===== src/rtl/pcfg_pkg.sv =====
package pcfg_pkg;

  localparam int MODE_W = 3;

  typedef enum logic [MODE_W-1:0] {
    MODE_NORMAL  = 3'b000,
    MODE_MON     = 3'b001,
    MODE_INJ     = 3'b010,
    MODE_CAL_LO  = 3'b011,
    MODE_CAL_HI  = 3'b100,
    MODE_SPARE_A = 3'b101,
    MODE_SPARE_B = 3'b110,
    MODE_OFF     = 3'b111
  } mode_e;

  typedef struct packed {
    logic normal;
    logic mon;
    logic inj;
    logic cal_lo;
    logic cal_hi;
    logic off;
    logic cnt;
  } ctrl_t;

endpackage


===== src/rtl/pcfg_shift_chain.sv =====
module pcfg_shift_chain #(
  parameter int W = 11
) (
  input  logic         clk,
  input  logic         rst_n,
  input  logic         shift_en,
  input  logic         ser_in,
  output logic [W-1:0] stages
);

  always_ff @(posedge clk) begin
    if (!rst_n)        stages[0] <= 1'b0;
    else if (shift_en) stages[0] <= ser_in;
  end

  for (genvar i = 1; i < W; i++) begin : g_stage
    always_ff @(posedge clk) begin
      if (!rst_n)        stages[i] <= 1'b0;
      else if (shift_en) stages[i] <= stages[i-1];
    end
  end

  AST_SHIFT_ENTRY: assert property (@(posedge clk) disable iff (!rst_n)
    shift_en |=> stages[0] == $past(ser_in));
  AST_SHIFT_MOVE: assert property (@(posedge clk) disable iff (!rst_n)
    shift_en |=> stages[W-1:1] == $past(stages[W-2:0]));
  AST_CHAIN_IDLE: assert property (@(posedge clk) disable iff (!rst_n)
    !shift_en |=> $stable(stages));

endmodule


===== src/rtl/pcfg_hold.sv =====
module pcfg_hold #(
  parameter int W = 11
) (
  input  logic         clk,
  input  logic         rst_n,
  input  logic         load,
  input  logic [W-1:0] d,
  output logic [W-1:0] q
);

  always_ff @(posedge clk) begin
    if (!rst_n)    q <= '0;
    else if (load) q <= d;
  end

  AST_HOLD_STABLE: assert property (@(posedge clk) disable iff (!rst_n)
    !load |=> $stable(q));
  AST_LOAD_CAPTURE: assert property (@(posedge clk) disable iff (!rst_n)
    load |=> q == $past(d));

endmodule


===== src/rtl/pcfg_mode_decode.sv =====
module pcfg_mode_decode
  import pcfg_pkg::*;
(
  input  logic [MODE_W-1:0] code,
  output ctrl_t             ctrl
);

  always_comb begin
    ctrl = '0;
    unique case (mode_e'(code))
      MODE_MON:    ctrl.mon    = 1'b1;
      MODE_INJ:    begin ctrl.inj = 1'b1; ctrl.cnt = 1'b1; end
      MODE_CAL_LO: ctrl.cal_lo = 1'b1;
      MODE_CAL_HI: ctrl.cal_hi = 1'b1;
      MODE_OFF:    ctrl.off    = 1'b1;
      MODE_NORMAL, MODE_SPARE_A, MODE_SPARE_B: begin
        ctrl.normal = 1'b1;
        ctrl.cnt    = 1'b1;
      end
      default:     ctrl = '0;
    endcase
  end

endmodule


===== src/rtl/pcfg_reg.sv =====
module pcfg_reg
  import pcfg_pkg::*;
#(
  parameter int TRIM_W = 4
) (
  input  logic              clk,
  input  logic              rst_n,
  input  logic              shift_en,
  input  logic              ser_in,
  input  logic              load,
  output logic              ser_out,
  output logic [TRIM_W-1:0] trim_lo,
  output logic [TRIM_W-1:0] trim_hi,
  output logic [MODE_W-1:0] mode_code,
  output logic              mode_normal,
  output logic              ana_mon_en,
  output logic              test_inj_en,
  output logic              cal_lo_en,
  output logic              cal_hi_en,
  output logic              pix_off,
  output logic              cnt_en
);

  localparam int CHAIN_W = 2 * TRIM_W + MODE_W;
  localparam int LO_MSB  = CHAIN_W - 1;
  localparam int HI_MSB  = MODE_W + TRIM_W - 1;

  logic [CHAIN_W-1:0] chain;
  logic [CHAIN_W-1:0] held;
  ctrl_t              ctrl;

  pcfg_shift_chain #(.W(CHAIN_W)) u_chain (
    .clk      (clk),
    .rst_n    (rst_n),
    .shift_en (shift_en),
    .ser_in   (ser_in),
    .stages   (chain)
  );

  pcfg_hold #(.W(CHAIN_W)) u_hold (
    .clk   (clk),
    .rst_n (rst_n),
    .load  (load),
    .d     (chain),
    .q     (held)
  );

  assign ser_out   = chain[CHAIN_W-1];
  assign trim_lo   = held[LO_MSB -: TRIM_W];
  assign trim_hi   = held[HI_MSB -: TRIM_W];
  assign mode_code = held[MODE_W-1:0];

  pcfg_mode_decode u_dec (
    .code (mode_code),
    .ctrl (ctrl)
  );

  assign mode_normal = ctrl.normal;
  assign ana_mon_en  = ctrl.mon;
  assign test_inj_en = ctrl.inj;
  assign cal_lo_en   = ctrl.cal_lo;
  assign cal_hi_en   = ctrl.cal_hi;
  assign pix_off     = ctrl.off;
  assign cnt_en      = ctrl.cnt;

  AST_OFF_ISOLATES: assert property (@(posedge clk) disable iff (!rst_n)
    (mode_code == 3'b111) |-> (!cnt_en && !ana_mon_en && !test_inj_en));
  AST_SPARE_AS_NORMAL: assert property (@(posedge clk) disable iff (!rst_n)
    (mode_code == 3'b101 || mode_code == 3'b110) |-> (mode_normal && cnt_en));
  AST_CAL_EXCLUSIVE: assert property (@(posedge clk) disable iff (!rst_n)
    $countones({cal_lo_en, cal_hi_en}) <= 1);
  AST_ENABLES_ONEHOT: assert property (@(posedge clk) disable iff (!rst_n)
    $onehot0({mode_normal, ana_mon_en, test_inj_en, cal_lo_en, cal_hi_en, pix_off}));
  AST_MON_NO_COUNT: assert property (@(posedge clk) disable iff (!rst_n)
    ana_mon_en |-> !cnt_en);

endmodule


===== config.mk =====
export PLATFORM = sky130hd
export DESIGN_NAME = pcfg_reg
export DESIGN_NICKNAME = d
export VERILOG_FILES = /design/src/rtl/pcfg_pkg.sv /design/src/rtl/pcfg_shift_chain.sv /design/src/rtl/pcfg_hold.sv /design/src/rtl/pcfg_mode_decode.sv /design/src/rtl/pcfg_reg.sv
export SDC_FILE = /design/constraint.sdc
export NUM_CORES = 1
export LEC_CHECK = 0
export BUFFER_PORTS_ARGS = -buffer_cell sky130_fd_sc_hd__clkbuf_2
export CORE_AREA = 2 2 45 47
export DETAILED_ROUTE_END_ITERATION = 12
export DIE_AREA = 0 0 47 49
export GPL_ROUTABILITY_DRIVEN = 1
export PLACE_DENSITY = 0.74
export RECOVER_POWER = 100
export SLEW_MARGIN = 25
export SYNTH_ARGS = -nofsm -noshare
export SYNTH_HDL_FRONTEND = slang
export SYNTH_SLANG_ARGS = --single-unit

===== constraint.sdc =====
create_clock -name clk -period 1.7 [get_ports clk]
set_input_delay 0.255 -clock clk [delete_from_list [all_inputs] [get_ports clk]]
set_output_delay 0.255 -clock clk [all_outputs]
set_load 0.01 [all_outputs]

==> results.py <==
metrics = {
    "cells_and_area": {
        "area_growth_syn_to_layout_pct": 13.7,
        "drive_gt1_frac": 0.0588,
        "fin_nets": 108,
        "multi_input_area_um2": 425,
        "layout_commonest_cell": "mux2i_1",
        "instances_no_fill": 129,
        "n_fill_cell": 188,
        "regArea_um2": 440,
        "num_antenna_cells": 0,
        "layout.cells.most_common_list": "23 x mux2i_1, 22 x nor2b_1, 22 x dfxtp_1",
    },
    "power": {
        "p_leak_nw": 0.414,
        "p_per_area_nw_per_um2": 829,
        "pwr-share-comb": 0.063,
        "sw_frac_of_total": 0.203,
        "power_uw": 850,
        "vdd.ir_drop.worst_mv": 0.679,
        "switchingPower_uw": 173,
        "p_seq_frac": 0.618,
        "internal_power_uw": 677,
        "pwr-share-clk": 0.320,
    },
    "yosys": {
        "synthesis.nets": 85,
        "synth_top_area_cell": "dfxtp_1",
        "avgSynthCellArea_um2": 11.3,
        "ys_ff_latch": 22,
        "mappedNetlistArea_um2": 901,
        "synth_cells": 80,
        "ys_warn_count": 0,
        "synth_area_leaders": "dfxtp_1 49%, mux2i_1 26%, nor2b_1 15%, buf_6 2.5%, xor2_1 1.9%",
        "ys_types": 12,
        "ys_seq_area_frac": 0.489,
        "synth.top_cell.area_share": 0.489,
    },
    "floorplan": {
        "start_util": 0.489,
        "core_area_um2": 1840,
        "dieArea_um2": 2300,
        "die_h_um": 49,
        "placementRows": 16,
        "die_x_um": 47,
        "io_pins": 24,
    },
    "route": {
        "wire_per_inst_um": 10.9,
        "drt_iter0_markers": 4,
        "drc_errors": 0,
        "drt_pre_antenna_iters": 4,
        "drt-vias-per-instance": 4.67,
        "final_antenna_net_count": 0,
        "vias": 603,
        "wirelength_um": 1400,
    },
    "global_route": {
        "grt_pass1_vias": 526,
        "grt_pass1_wl_um": 2260,
        "grt_overflow": 0,
        "grt_use_total": 0.131,
        "antenna_found_initial": 0,
        "grt_max_degree": 23,
    },
    "sta": {
        "drv_slew": 0,
        "maxSlewHeadroom": 0.467,
        "whs_ns": 0.230,
        "setup_viol": 0,
        "setup_ws_ns": 0.170,
        "clock_skew_ns": 0.00158,
        "tns_ns": 0,
        "final_hold_viol_count": 0,
        "clock.fmax_mhz": 653,
        "rsz0062_at_grt": "false",
        "fin_crit_ns": 1.53,
        "finalCritPeriodShare": 0.900,
        "tightestPinTransition_ns": 0.799,
    },
    "cts": {
        "post_cts_buffers": 0,
        "cts_max_level": 1,
        "cts.sinks": 22,
        "cts_hold_buffers": 0,
        "cts_resized": 0,
        "clk_path_buf_depth": 2,
        "cts_root_buffer": "clkbuf_4",
        "cts-buffers-inserted": 3,
        "cts_tree": "built",
        "clock_latency_ns": 0.29,
        "path_clk_slew_ns": 0.11,
    },
    "outcome": {
        "status": "completed",
    },
    "critical_path": {
        "reg2reg_depth": 2,
        "worstPathRequired_ns": 1.44,
        "r2r_slack_ns": 0.90,
        "end_kind": "output port",
        "crit_type": "flop to output port",
        "startpoint_type": "flop",
        "path_max_fanout": 8,
        "arrival_ns": 1.28,
    },
    "placement": {
        "dp_cells": 125,
        "place_ws_ns": 0.507,
        "io_buffers": 23,
        "dp_hpwl_um": 987,
        "gp_congestion": 0.667,
    },
    "min_path": {
        "hold_depth": 3,
        "hold_path_class": "input pin to flop",
    },
    "run": {
        "cap_violations": 0,
    },
}
[power by group through the flow]
stage | Clock [mW] | Sequential [mW] | Combinational (mW)
6_report | 0.272 | 0.525 | 0.0535
3_3_place_gp | 0 | 0.536 | 0.0552
5_1_grt | 0.304 | 0.526 | 0.0581
3_5_place_dp | 0 | 0.537 | 0.0557
4_1_cts | 0.280 | 0.525 | 0.0558
2_1_floorplan | 0 | 0.535 | 0.0461
[metrics by stage]
step,util,area [um2]
after floorplan,-,901
final,0.556,1020
after global placement,0.551,1010
after detailed placement,0.551,1010
after CTS,0.571,1050
after global routing,0.556,1020
[state kept, by name (all words and copies together), names as in the netlist]
register / flops
u_chain.stages: 11
u_hold.q: 11
[Yosys cell counts]
master and count:
nor3b_1 2, nand2b_1 1, buf_6 2, and3_1 1, and3b_1 1, nor2_1 1, buf_2 1, dfxtp_1 22
clkbuf_1 2, xor2_1 2, mux2i_1 23, nor2b_1 22
[cells by family (layout without fill, tap and decap cells)]
| logic type | after synthesis | count (layout) | synth area share |
|---|---|---|---|
| simple gates | 28 | 28 | 0.197 |
| mux | 23 | 23 | 0.256 |
| flops | 22 | 22 | 0.489 |
| buf+inv | 5 | 27 | 0.0389 |
| xor+xnor | 2 | 2 | 0.0194 |
[final timing paths]
path	startpoint	endpoint
max	u_hold.q[1]	cnt_en
min	ser_in	u_chain.stages[0]
max reg2reg	u_hold.q[0]	u_hold.q[0]
min reg2reg	u_hold.q[3]	u_hold.q[3]
[metal layers]
metal  GRT usage  up-vias  routed length, um  share of wire
li1            -      311                  -              -
met1       0.176      275                639           0.46
met2       0.208       15                676           0.48
met3      0.0222        2                 76          0.054
met4      0.0417        0                  9         0.0064
met5           0        -                  0              0
[area by class of cell]
class	count	share of cell area
clock buffers	4	0.0354
multi-input cells	53	0.415
flip-flops and latches	22	0.430
well taps	27	0.0330
repair buffers	23	0.0867
[worst max-delay path, stage by stage, from the launching register on]
cell and delay, ns:
dfxtp_1 0.46, nand2b_1 0.19, xor2_1 0.16, clkbuf_1 0.17
(Power assumes the default switching activity.)
